[config.mk]
export PLATFORM = sky130hd
export DESIGN_NAME = step_rate_gen
export DESIGN_NICKNAME = d
export VERILOG_FILES = /design/src/rtl/srg_pkg.sv /design/src/rtl/srg_tick_div.sv /design/src/rtl/srg_ref_synth.sv /design/src/rtl/srg_rate_chain.sv /design/src/rtl/step_rate_gen.sv
export SDC_FILE = /design/constraint.sdc
export NUM_CORES = 1
export LEC_CHECK = 0
export ABC_AREA = 1
export BUFFER_PORTS_ARGS = -buffer_cell sky130_fd_sc_hd__buf_4
export CORE_MARGIN = 8
export CORE_UTILIZATION = 40
export CTS_CLUSTER_SIZE = 25
export DETAILED_ROUTE_END_ITERATION = 10
export GPL_TIMING_DRIVEN = 0
export PLACE_DENSITY = 0.59
export SYNTH_ARGS = -nofsm -noshare
export SYNTH_HDL_FRONTEND = slang
export SYNTH_SLANG_ARGS = --single-unit
export TNS_END_PERCENT = 100
[constraint.sdc]
create_clock -name clk_i -period 2.45 [get_ports clk_i]
set_input_delay 0.735 -clock clk_i [delete_from_list [all_inputs] [get_ports clk_i]]
set_output_delay 0.735 -clock clk_i [all_outputs]
set_load 0.02 [all_outputs]
[src/rtl/srg_pkg.sv]
package srg_pkg;
  // bits needed to hold the values 0 .. n-1
  function automatic int width_for(input int n);
    return (n < 2) ? 1 : $clog2(n);
  endfunction
endpackage

[src/rtl/srg_tick_div.sv]
module srg_tick_div #(
  parameter int DIV = 120000
) (
  input  logic clk_i,
  input  logic rst_ni,
  output logic tick_o
);
  localparam int CW = srg_pkg::width_for(DIV);

  logic [CW-1:0] cnt_q;

  always_ff @(posedge clk_i or negedge rst_ni) begin
    if (!rst_ni) begin
      cnt_q  <= '0;
      tick_o <= 1'b0;
    end else if (cnt_q == CW'(DIV - 1)) begin
      cnt_q  <= '0;
      tick_o <= 1'b1;
    end else begin
      cnt_q  <= cnt_q + 1'b1;
      tick_o <= 1'b0;
    end
  end
endmodule

[src/rtl/srg_ref_synth.sv]
module srg_ref_synth #(
  parameter int CLK_HZ = 12000000,
  parameter int REF_HZ = 2048
) (
  input  logic clk_i,
  input  logic rst_ni,
  output logic ref_o,
  output logic rise_o
);
  localparam int INC = 2 * REF_HZ;  // two toggles per period
  localparam int AW  = srg_pkg::width_for(CLK_HZ) + 1;

  logic [AW-1:0] acc_q;
  logic [AW-1:0] sum;
  logic          wrap;

  assign sum    = acc_q + AW'(INC);
  assign wrap   = (sum >= AW'(CLK_HZ));
  assign rise_o = wrap & ~ref_o;  // ref goes high at this edge

  always_ff @(posedge clk_i or negedge rst_ni) begin
    if (!rst_ni) begin
      acc_q <= '0;
      ref_o <= 1'b0;
    end else if (wrap) begin
      acc_q <= sum - AW'(CLK_HZ);
      ref_o <= ~ref_o;
    end else begin
      acc_q <= sum;
    end
  end
endmodule

[src/rtl/srg_rate_chain.sv]
module srg_rate_chain #(
  parameter int STAGES = 12,
  parameter int SEL_W  = 4
) (
  input  logic             clk_i,
  input  logic             rst_ni,
  input  logic             adv_i,
  input  logic [SEL_W-1:0] sel_i,
  output logic             step_o
);
  logic [STAGES-1:0] cnt_q;
  logic [STAGES-1:0] rise;
  logic              hit;

  // bit k rises when its lower bits are all ones and it is zero
  for (genvar k = 0; k < STAGES; k++) begin : g_rise
    if (k == 0) begin : g_lsb
      assign rise[k] = adv_i & ~cnt_q[0];
    end else begin : g_up
      assign rise[k] = adv_i & ~cnt_q[k] & (&cnt_q[k-1:0]);
    end
  end

  always_comb begin
    hit = 1'b0;
    for (int k = 0; k < STAGES; k++) begin
      if (sel_i == SEL_W'(k)) hit = rise[k];
    end
  end

  always_ff @(posedge clk_i or negedge rst_ni) begin
    if (!rst_ni) begin
      cnt_q  <= '0;
      step_o <= 1'b0;
    end else begin
      if (adv_i) cnt_q <= cnt_q + 1'b1;
      step_o <= hit;
    end
  end
endmodule

[src/rtl/step_rate_gen.sv]
module step_rate_gen #(
  parameter int CLK_HZ  = 12000000,
  parameter int TICK_HZ = 100,
  parameter int REF_HZ  = 2048,
  parameter int STAGES  = 12,
  parameter int SEL_W   = $clog2(STAGES)
) (
  input  logic             clk_i,
  input  logic             rst_ni,
  input  logic [SEL_W-1:0] rate_sel_i,
  output logic             tick_o,
  output logic             ref_o,
  output logic             step_o
);
  localparam int TICK_DIV = CLK_HZ / TICK_HZ;

  logic ref_rise;

  srg_tick_div #(.DIV(TICK_DIV)) u_tick (
    .clk_i  (clk_i),
    .rst_ni (rst_ni),
    .tick_o (tick_o)
  );

  srg_ref_synth #(.CLK_HZ(CLK_HZ), .REF_HZ(REF_HZ)) u_ref (
    .clk_i  (clk_i),
    .rst_ni (rst_ni),
    .ref_o  (ref_o),
    .rise_o (ref_rise)
  );

  srg_rate_chain #(.STAGES(STAGES), .SEL_W(SEL_W)) u_chain (
    .clk_i  (clk_i),
    .rst_ni (rst_ni),
    .adv_i  (ref_rise),
    .sel_i  (rate_sel_i),
    .step_o (step_o)
  );
endmodule

==> results of run 1 <==
[cells by family after synthesis]
family / Yosys count / share of synthesized area [%]
xor+xnor: 30 / 8.75
fa+ha+maj: 8 / 3.33
buf+inv: 68 / 9.08
mux: 1 / 0.375
flops: 49 / 40.8
compound gates: 27 / 5.08
simple gates: 203 / 32.6
[area by class of cell]
class | count | area (um2) | area share [%]
Multi-Input combinational cell | 270 | 1530 | 45.7
Clock buffer | 7 | 86.3 | 2.58
Tap cell | 99 | 124 | 3.71
Buffer | 3 | 26.3 | 0.787
Inverter | 65 | 246 | 7.38
Clock inverter | 1 | 30.0 | 0.899
Sequential cell | 49 | 1230 | 36.7
Timing Repair Buffer | 10 | 75.1 | 2.25
[placed cells by master (no fill, tap or decap), types with 3 or more instances in the layout]
master / n
a21oi_1: 8
o21ai_1: 5
o21ai_0: 7
nand3_1: 32
inv_1: 60
nand4_1: 13
nor3_1: 12
nor4_1: 6
dfrtp_1: 49
ha_1: 7
xor2_1: 26
buf_4: 12
nor2_4: 4
inv_2: 3
nand2_1: 77
clkbuf_8: 6
nor2_2: 4
nand2_2: 6
nand3b_1: 4
nor2_1: 38
xnor2_1: 4
[power by group]
| group | total, mW | leakage, nW | internal [mW] | switching [mW] |
|---|---|---|---|---|
| logic | 0.0364 | 0.887 | 0.00956 | 0.0269 |
| clock network | 0.603 | 0.0585 | 0.333 | 0.269 |
| registers | 0.808 | 0.656 | 0.808 | 0 |
| total | 1.45 | 1.60 | 1.15 | 0.296 |
[critical path, stage by stage, from the launching register on]
cell and delay (ps):
dfrtp_1 410, buf_4 120, inv_1 30, ha_1 280, inv_1 90, nand2_1 50
nor2_1 140, nand2_1 100, nand3_1 100, nor2_1 50, nand3_1 70, nand3_2 140
buf_4 210, nand3_1 80, nand2_1 60, nor2_1 90, nand3_1 80
[layer usage]
layer / part of all wire [%] / global-route usage (%) / vias up
li1: - / - / 1263
met2: 50 / 21.8 / 16
met3: 1.8 / 2.23 / 7
met4: 1.2 / 3.39 / 0
met5: 0 / 0 / -
met1: 47 / 13.5 / 1122
[timing repair]
item / CTS / global route
buffers inserted: 0 / 2
endpoints found under the setup margin: 0 / 2
gates resized for setup: 0 / 3
[metrics by stage]
step                hold slack (ps)  setup WS (ps)  instance area (um2)
floorplan                       433            496                 3000
global placement                458            228                 3190
detailed placement              460            218                 3190
CTS                             464            202                 3300
global route                    494           7.73                 3340
finish                          434            224                 3340
[flip-flops by register name, indices dropped and copies added (netlist names)]
name and count:
u_chain.cnt_q 12, u_chain.step_o 1, u_ref.acc_q 17, u_ref.ref_o 1
u_tick.cnt_q 17, u_tick.tick_o 1
[worst max-delay path by stage]
| stage | endpoint | start | slack (ps) | cells past startpoint |
|---|---|---|---|---|
| after detailed placement | u_chain.step_o$_DFF_PN0_ | u_ref.acc_q[12]$_DFF_PN0_ | 220 | 15 |
| after global placement | u_chain.step_o$_DFF_PN0_ | u_ref.acc_q[12]$_DFF_PN0_ | 230 | 15 |
| after floorplan | u_chain.step_o$_DFF_PN0_ | u_ref.acc_q[12]$_DFF_PN0_ | 500 | 15 |
| after global routing | u_chain.step_o$_DFF_PN0_ | u_ref.acc_q[13]$_DFF_PN0_ | 8 | 16 |
| after CTS | u_chain.step_o$_DFF_PN0_ | u_ref.acc_q[12]$_DFF_PN0_ | 200 | 15 |
| final | u_chain.step_o$_DFF_PN0_ | u_ref.acc_q[13]$_DFF_PN0_ | 220 | 16 |
==> impl_metrics.py, run 1 <==
metrics = {
    "power_and_ir_drop": {
        "powerDensity_nw_per_um2": 433,
        "power_mw": 1.45,
        "irDropWorstVdd_v": 0.000240,
        "leakage_nw": 1.60,
    },
    "setup_path": {
        "critPathMaxFanout": 10,
        "reg2reg_to": "u_chain.step_o$_DFF_PN0_",
        "worst-r2r-cell-count": 16,
        "cp.arrival_ps": 2410,
        "r2r_start": "u_ref.acc_q[13]$_DFF_PN0_",
        "path_class": "flip-flop to flip-flop",
        "r2r_slack_ps": 220,
        "crit_required_ps": 2630,
        "start_kind": "flip-flop",
        "end_kind": "flip-flop",
    },
    "grt": {
        "grt_usage_pct": 11.9,
        "first_global_vias": 2421,
        "grt_overflow_total": 0,
        "grt_pass1_wl_um": 10100,
        "grt_max_degree": 50,
        "antenna_found_initial": 0,
    },
    "sta": {
        "rsz0062_at_grt": "false",
        "tns_ps": 0,
        "worst_pin_slew_ps": 609,
        "drv_slew": 0,
        "fmax_ghz": 0.449,
        "fin_crit_ps": 2230,
        "finalCritPeriodShare_pct": 90.9,
        "hold_viol": 0,
        "fin_worst_skew_ps": 4.79,
        "setup_viol": 0,
        "slew_headroom_pct": 59.4,
    },
    "floorplanning": {
        "die_w_um": 103,
        "dieArea_um2": 10500,
        "start_util_pct": 41.4,
        "core.rowCount": 31,
        "core_area_um2": 7250,
        "ioPinCount": 9,
        "dieHeight_um": 103,
    },
    "logic_synthesis": {
        "synth_area_per_cell_um2": 7.78,
        "synth_seq_cells": 49,
        "synth.top_cell.area_share_pct": 40.8,
        "synth.most_common_cell": "nand2_1",
        "synth-edff-count": 0,
        "yosysUniqueCellTypes": 34,
        "synth_top_area_cell": "dfrtp_1",
        "syn_inst": 386,
        "yosys_most_used_dff": "dfrtp_1",
        "seq_area_frac_synth_pct": 40.8,
        "async_flop_share_pct": 100,
        "synth_common_cells": "nand2_1 (78), inv_1 (60), dfrtp_1 (49)",
        "netlist_area_um2": 3000,
        "yosysWarnings": 0,
        "syn_nets": 400,
        "ys_top_cells_by_area": "dfrtp_1 (41%), nand2_1 (9.7%), xor2_1 (7.6%), inv_1 (7.5%), nand3_1 (5.3%)",
    },
    "placement": {
        "gp_congestion": 0.854,
        "post-dp-hpwl_um": 4310,
        "dp_cells": 493,
        "port_buffers": 8,
    },
    "clocking": {
        "clock_insertion_delay_worst_skew_ps": 300,
        "clock-root-buffer": "clkbuf_8",
        "numCtsBuffers": 5,
        "clkTransAtPathRegs_ps": 90,
        "cts_hold_buf": 0,
        "tritoncts": "done",
        "h-tree-depth": 2,
        "cts.sinks": 49,
        "clock_path_buffers": 2,
    },
    "drt": {
        "wl_per_cell_um": 11.4,
        "vias": 2408,
        "viasPerCell": 4.78,
        "drt-initial-drc-count": 45,
        "routed_wl_um": 5730,
        "antenna_left": 0,
        "firstDrtPassIters": 4,
        "drc_errors": 0,
    },
    "finish": {
        "diodes": 0,
        "nets": 418,
        "syn_to_final_growth_pct": 11.2,
        "drive_above_1_share_pct": 11.6,
        "final_cells": 504,
        "final_core_util_pct": 46.1,
        "fill_cells": 763,
    },
    "status": {
        "status": "complete, no violations",
    },
    "job": {
        "maxCapViolCount": 0,
    },
    "hold_path": {
        "hp-class": "primary input to async pin",
    },
}
No activity file was read; power rests on OpenSTA's default activity.
==> run 2, diff against run 1 <==
--- a/config.mk
+++ b/config.mk
@@ -5,14 +5,13 @@
 export SDC_FILE = /design/constraint.sdc
 export NUM_CORES = 1
 export LEC_CHECK = 0
-export ABC_AREA = 1
 export BUFFER_PORTS_ARGS = -buffer_cell sky130_fd_sc_hd__buf_4
 export CORE_MARGIN = 8
 export CORE_UTILIZATION = 40
 export CTS_CLUSTER_SIZE = 25
 export DETAILED_ROUTE_END_ITERATION = 10
 export GPL_TIMING_DRIVEN = 0
-export PLACE_DENSITY = 0.59
+export PLACE_DENSITY = 0.58
 export SYNTH_ARGS = -nofsm -noshare
 export SYNTH_HDL_FRONTEND = slang
 export SYNTH_SLANG_ARGS = --single-unit
==> run 2 against run 1 <==
Effect of this change: the run now ends with setup timing left; worst hold slack got worse by 1.5 ps; synthesized area down 1.5%; fmax shrank 10%; clock power is 13% lower; routed wire length increased by 7.4%; sequential power barely moved; sequential share of layout area shrank 2.1 points; critical path type unchanged; via count shrank 6.4%.
==> impl_metrics.py, run 2 <==
metrics = {
    "status": {
        "status": "finished, violations left",
        "violations": "setup timing",
    },
    "clocking": {
        "numCtsBuffers": 5,
        "clock_path_buffers": 2,
        "h-tree-depth": 2,
        "cts.sinks": 49,
        "clock_insertion_delay_worst_skew_ps": 310,
        "clkTransAtPathRegs_ps": 110,
        "clock-root-buffer": "clkbuf_8",
        "tritoncts": "done",
    },
    "logic_synthesis": {
        "seq_area_frac_synth_pct": 41.4,
        "async_flop_share_pct": 100,
        "synth-edff-count": 0,
        "synth_top_area_cell": "dfrtp_1",
        "ys_top_cells_by_area": "dfrtp_1 (41%), xnor2_1 (7.7%), xor2_1 (5.9%), ha_1 (3.4%), nand3_1 (3.0%)",
        "synth_area_per_cell_um2": 9.80,
        "syn_inst": 302,
        "yosysUniqueCellTypes": 59,
        "synth.most_common_cell": "dfrtp_1",
        "synth.top_cell.area_share_pct": 41.4,
        "yosys_most_used_dff": "dfrtp_1",
        "syn_nets": 316,
        "synth_common_cells": "dfrtp_1 (49), xnor2_1 (26), nor2_1 (20), xor2_1 (20), nand2_1 (19)",
        "yosysWarnings": 0,
        "synth_seq_cells": 49,
        "netlist_area_um2": 2960,
    },
    "sta": {
        "fin_worst_skew_ps": 12.1,
        "tns_ps": -62.6,
        "worst_pin_slew_ps": 635,
        "hold_viol": 0,
        "rsz0062_at_grt": "true",
        "holdWs_ps": 433,
        "setup_viol": 4,
        "setup_ws_ps": -30.1,
        "slew_headroom_pct": 57.7,
        "fin_crit_ps": 2480,
        "fmax_ghz": 0.403,
        "drv_slew": 0,
        "finalCritPeriodShare_pct": 101,
    },
    "floorplanning": {
        "ioPinCount": 9,
        "dieArea_um2": 10400,
        "start_util_pct": 41.0,
        "die_w_um": 102,
        "core.rowCount": 31,
        "dieHeight_um": 102,
        "core_area_um2": 7210,
    },
    "finish": {
        "multiInputGateArea_um2": 1770,
        "mostFrequentLayoutCell": "dfrtp_1",
        "layout_common_cells": "dfrtp_1 (48), xnor2_1 (26), buf_4 (21), nor2_1 (20), xor2_1 (19)",
        "seqCellArea_um2": 1230,
        "diodes": 0,
        "fill_cells": 691,
        "syn_to_final_growth_pct": 19.7,
        "drive_above_1_share_pct": 22.7,
        "top_regs": "u_ref.acc_q: 17 flops, u_tick.cnt_q: 17 flops, u_chain.cnt_q: 12 flops",
        "final_cells": 429,
        "final_core_util_pct": 49.1,
        "nets": 343,
    },
    "hold_path": {
        "hp-class": "primary input to async pin",
    },
    "power_and_ir_drop": {
        "net-switching-power_mw": 0.333,
        "power_mw": 1.36,
        "irDropWorstVdd_v": 0.000186,
        "combPwrFrac_pct": 2.5,
        "p_clk_share_pct": 38.2,
        "leakage_nw": 1.56,
        "pwr-share-seq_pct": 59.2,
        "powerDensity_nw_per_um2": 385,
        "p_sw_share_pct": 24.4,
        "p_int_mw": 1.03,
    },
    "drt": {
        "wl_per_cell_um": 14.3,
        "antenna_left": 0,
        "viasPerCell": 5.26,
        "firstDrtPassIters": 4,
        "drc_errors": 0,
        "routed_wl_um": 6160,
        "drt-initial-drc-count": 113,
        "vias": 2255,
    },
    "grt": {
        "grt_usage_pct": 12.2,
        "grt_max_degree": 50,
        "grt_overflow_total": 0,
        "grt_pass1_wl_um": 10300,
        "first_global_vias": 2261,
        "antenna_found_initial": 0,
    },
    "setup_path": {
        "crit_required_ps": 2680,
        "cp.arrival_ps": 2710,
        "start_kind": "flip-flop",
        "worstSetupEndpoint": "u_chain.cnt_q[7]$_DFFE_PN0N_",
        "r2r_slack_ps": -30,
        "reg2reg_to": "u_chain.cnt_q[7]$_DFFE_PN0N_",
        "critPathMaxFanout": 8,
        "r2r_start": "u_ref.acc_q[12]$_DFF_PN0_",
        "end_kind": "flip-flop",
        "critPathLaunch": "u_ref.acc_q[12]$_DFF_PN0_",
        "path_class": "flip-flop to flip-flop",
        "worst-r2r-cell-count": 10,
    },
    "placement": {
        "post-dp-hpwl_um": 3960,
        "port_buffers": 7,
        "gp_congestion": 0.817,
        "dp_cells": 408,
    },
    "job": {
        "maxCapViolCount": 0,
    },
}
[run 2: cell count changes after synthesis, sizes merged, moves of 6 or more]
cell | before | now
nand4 | 13 | 6
xor2 | 26 | 20
nand2 | 85 | 19
nor2 | 46 | 22
nand3 | 34 | 18
inv | 64 | 13
and3 | 1 | 8
buf | 3 | 10
xnor2 | 4 | 26
[run 2: kinds of logic (layout without fill, tap and decap cells)]
| family | count (synthesis) | after routing | share of synthesized area (%) |
|---|---|---|---|
| buffers and inverters | 25 | 53 | 4.44 |
| AND/OR/NAND/NOR | 121 | 121 | 23.9 |
| multiplexers | 6 | 6 | 2.24 |
| XOR/XNOR | 46 | 46 | 13.6 |
| adder cells (fa/ha/maj) | 8 | 8 | 3.38 |
| flip-flops | 49 | 49 | 41.4 |
| AO/OA/AOI/OAI | 47 | 47 | 11.0 |
[run 2: how the worst min path moves through the flow]
stage	start	endpoint	slack (ps)	cells past startpoint
2_1_floorplan	rst_ni	u_chain.cnt_q[0]$_DFFE_PN0N_	440	0
3_3_place_gp	u_tick.cnt_q[4]$_DFF_PN0_	u_tick.cnt_q[4]$_DFF_PN0_	460	1
3_5_place_dp	u_chain.cnt_q[11]$_DFFE_PN0N_	u_chain.cnt_q[11]$_DFFE_PN0N_	460	1
4_1_cts	rst_ni	u_tick.cnt_q[0]$_DFF_PN0_	450	1
5_1_grt	rst_ni	u_tick.cnt_q[1]$_DFF_PN0_	480	1
6_report	rst_ni	u_tick.cnt_q[1]$_DFF_PN0_	430	1
[run 2: per-stage QoR]
step | area (um2) | setup WS (ps)
after floorplan | 2960 | 14.0
after global placement | 3140 | -373
after detailed placement | 3140 | -390
after CTS | 3370 | -71.3
after global routing | 3540 | -125
final | 3540 | -30.1
[run 2: worst max-delay path, stage by stage, from the launching register on]
cell and delay [ps]:
dfrtp_1 430, ha_4 190, or3b_1 390, o22ai_2 130, o31a_1 200, o21a_1 160
o211ai_2 90, and2_4 210, buf_12 150, nor4_4 270, xor2_1 170
[run 2: cell type report]
type / count / area share, %
multi-input combinational: 228 / 50.0
clock buffer: 5 / 1.94
timing repair buffer: 21 / 5.05
inverter: 13 / 1.38
sequential: 49 / 34.6
buffer: 11 / 2.72
clock inverter: 3 / 0.812
tap: 99 / 3.50
[run 2: timing repair]
item	4_1_cts	5_1_grt
setup endpoints to repair	30	30
hold buffers	0	0
pin swaps	5	15
cloned	0	1
setup buffers	6	7
resized for setup	17	23
[run 2: routing by layer]
layer / up-vias / GRT usage (%) / part of all wire [%]
li1: 1124 / - / -
met1: 1106 / 15.2 / 49
met2: 20 / 20.7 / 48
met3: 5 / 2.25 / 1.8
met4: 0 / 3.72 / 0.88
met5: - / 0 / 0
[run 2: power by group through the flow]
stage,registers (mW),clock network (mW),logic [mW]
floorplan,0.824,0,0.0108
global placement,0.824,0,0.0358
detailed placement,0.824,0,0.0362
CTS,0.808,0.540,0.0360
global route,0.808,0.566,0.0406
finish,0.808,0.522,0.0346
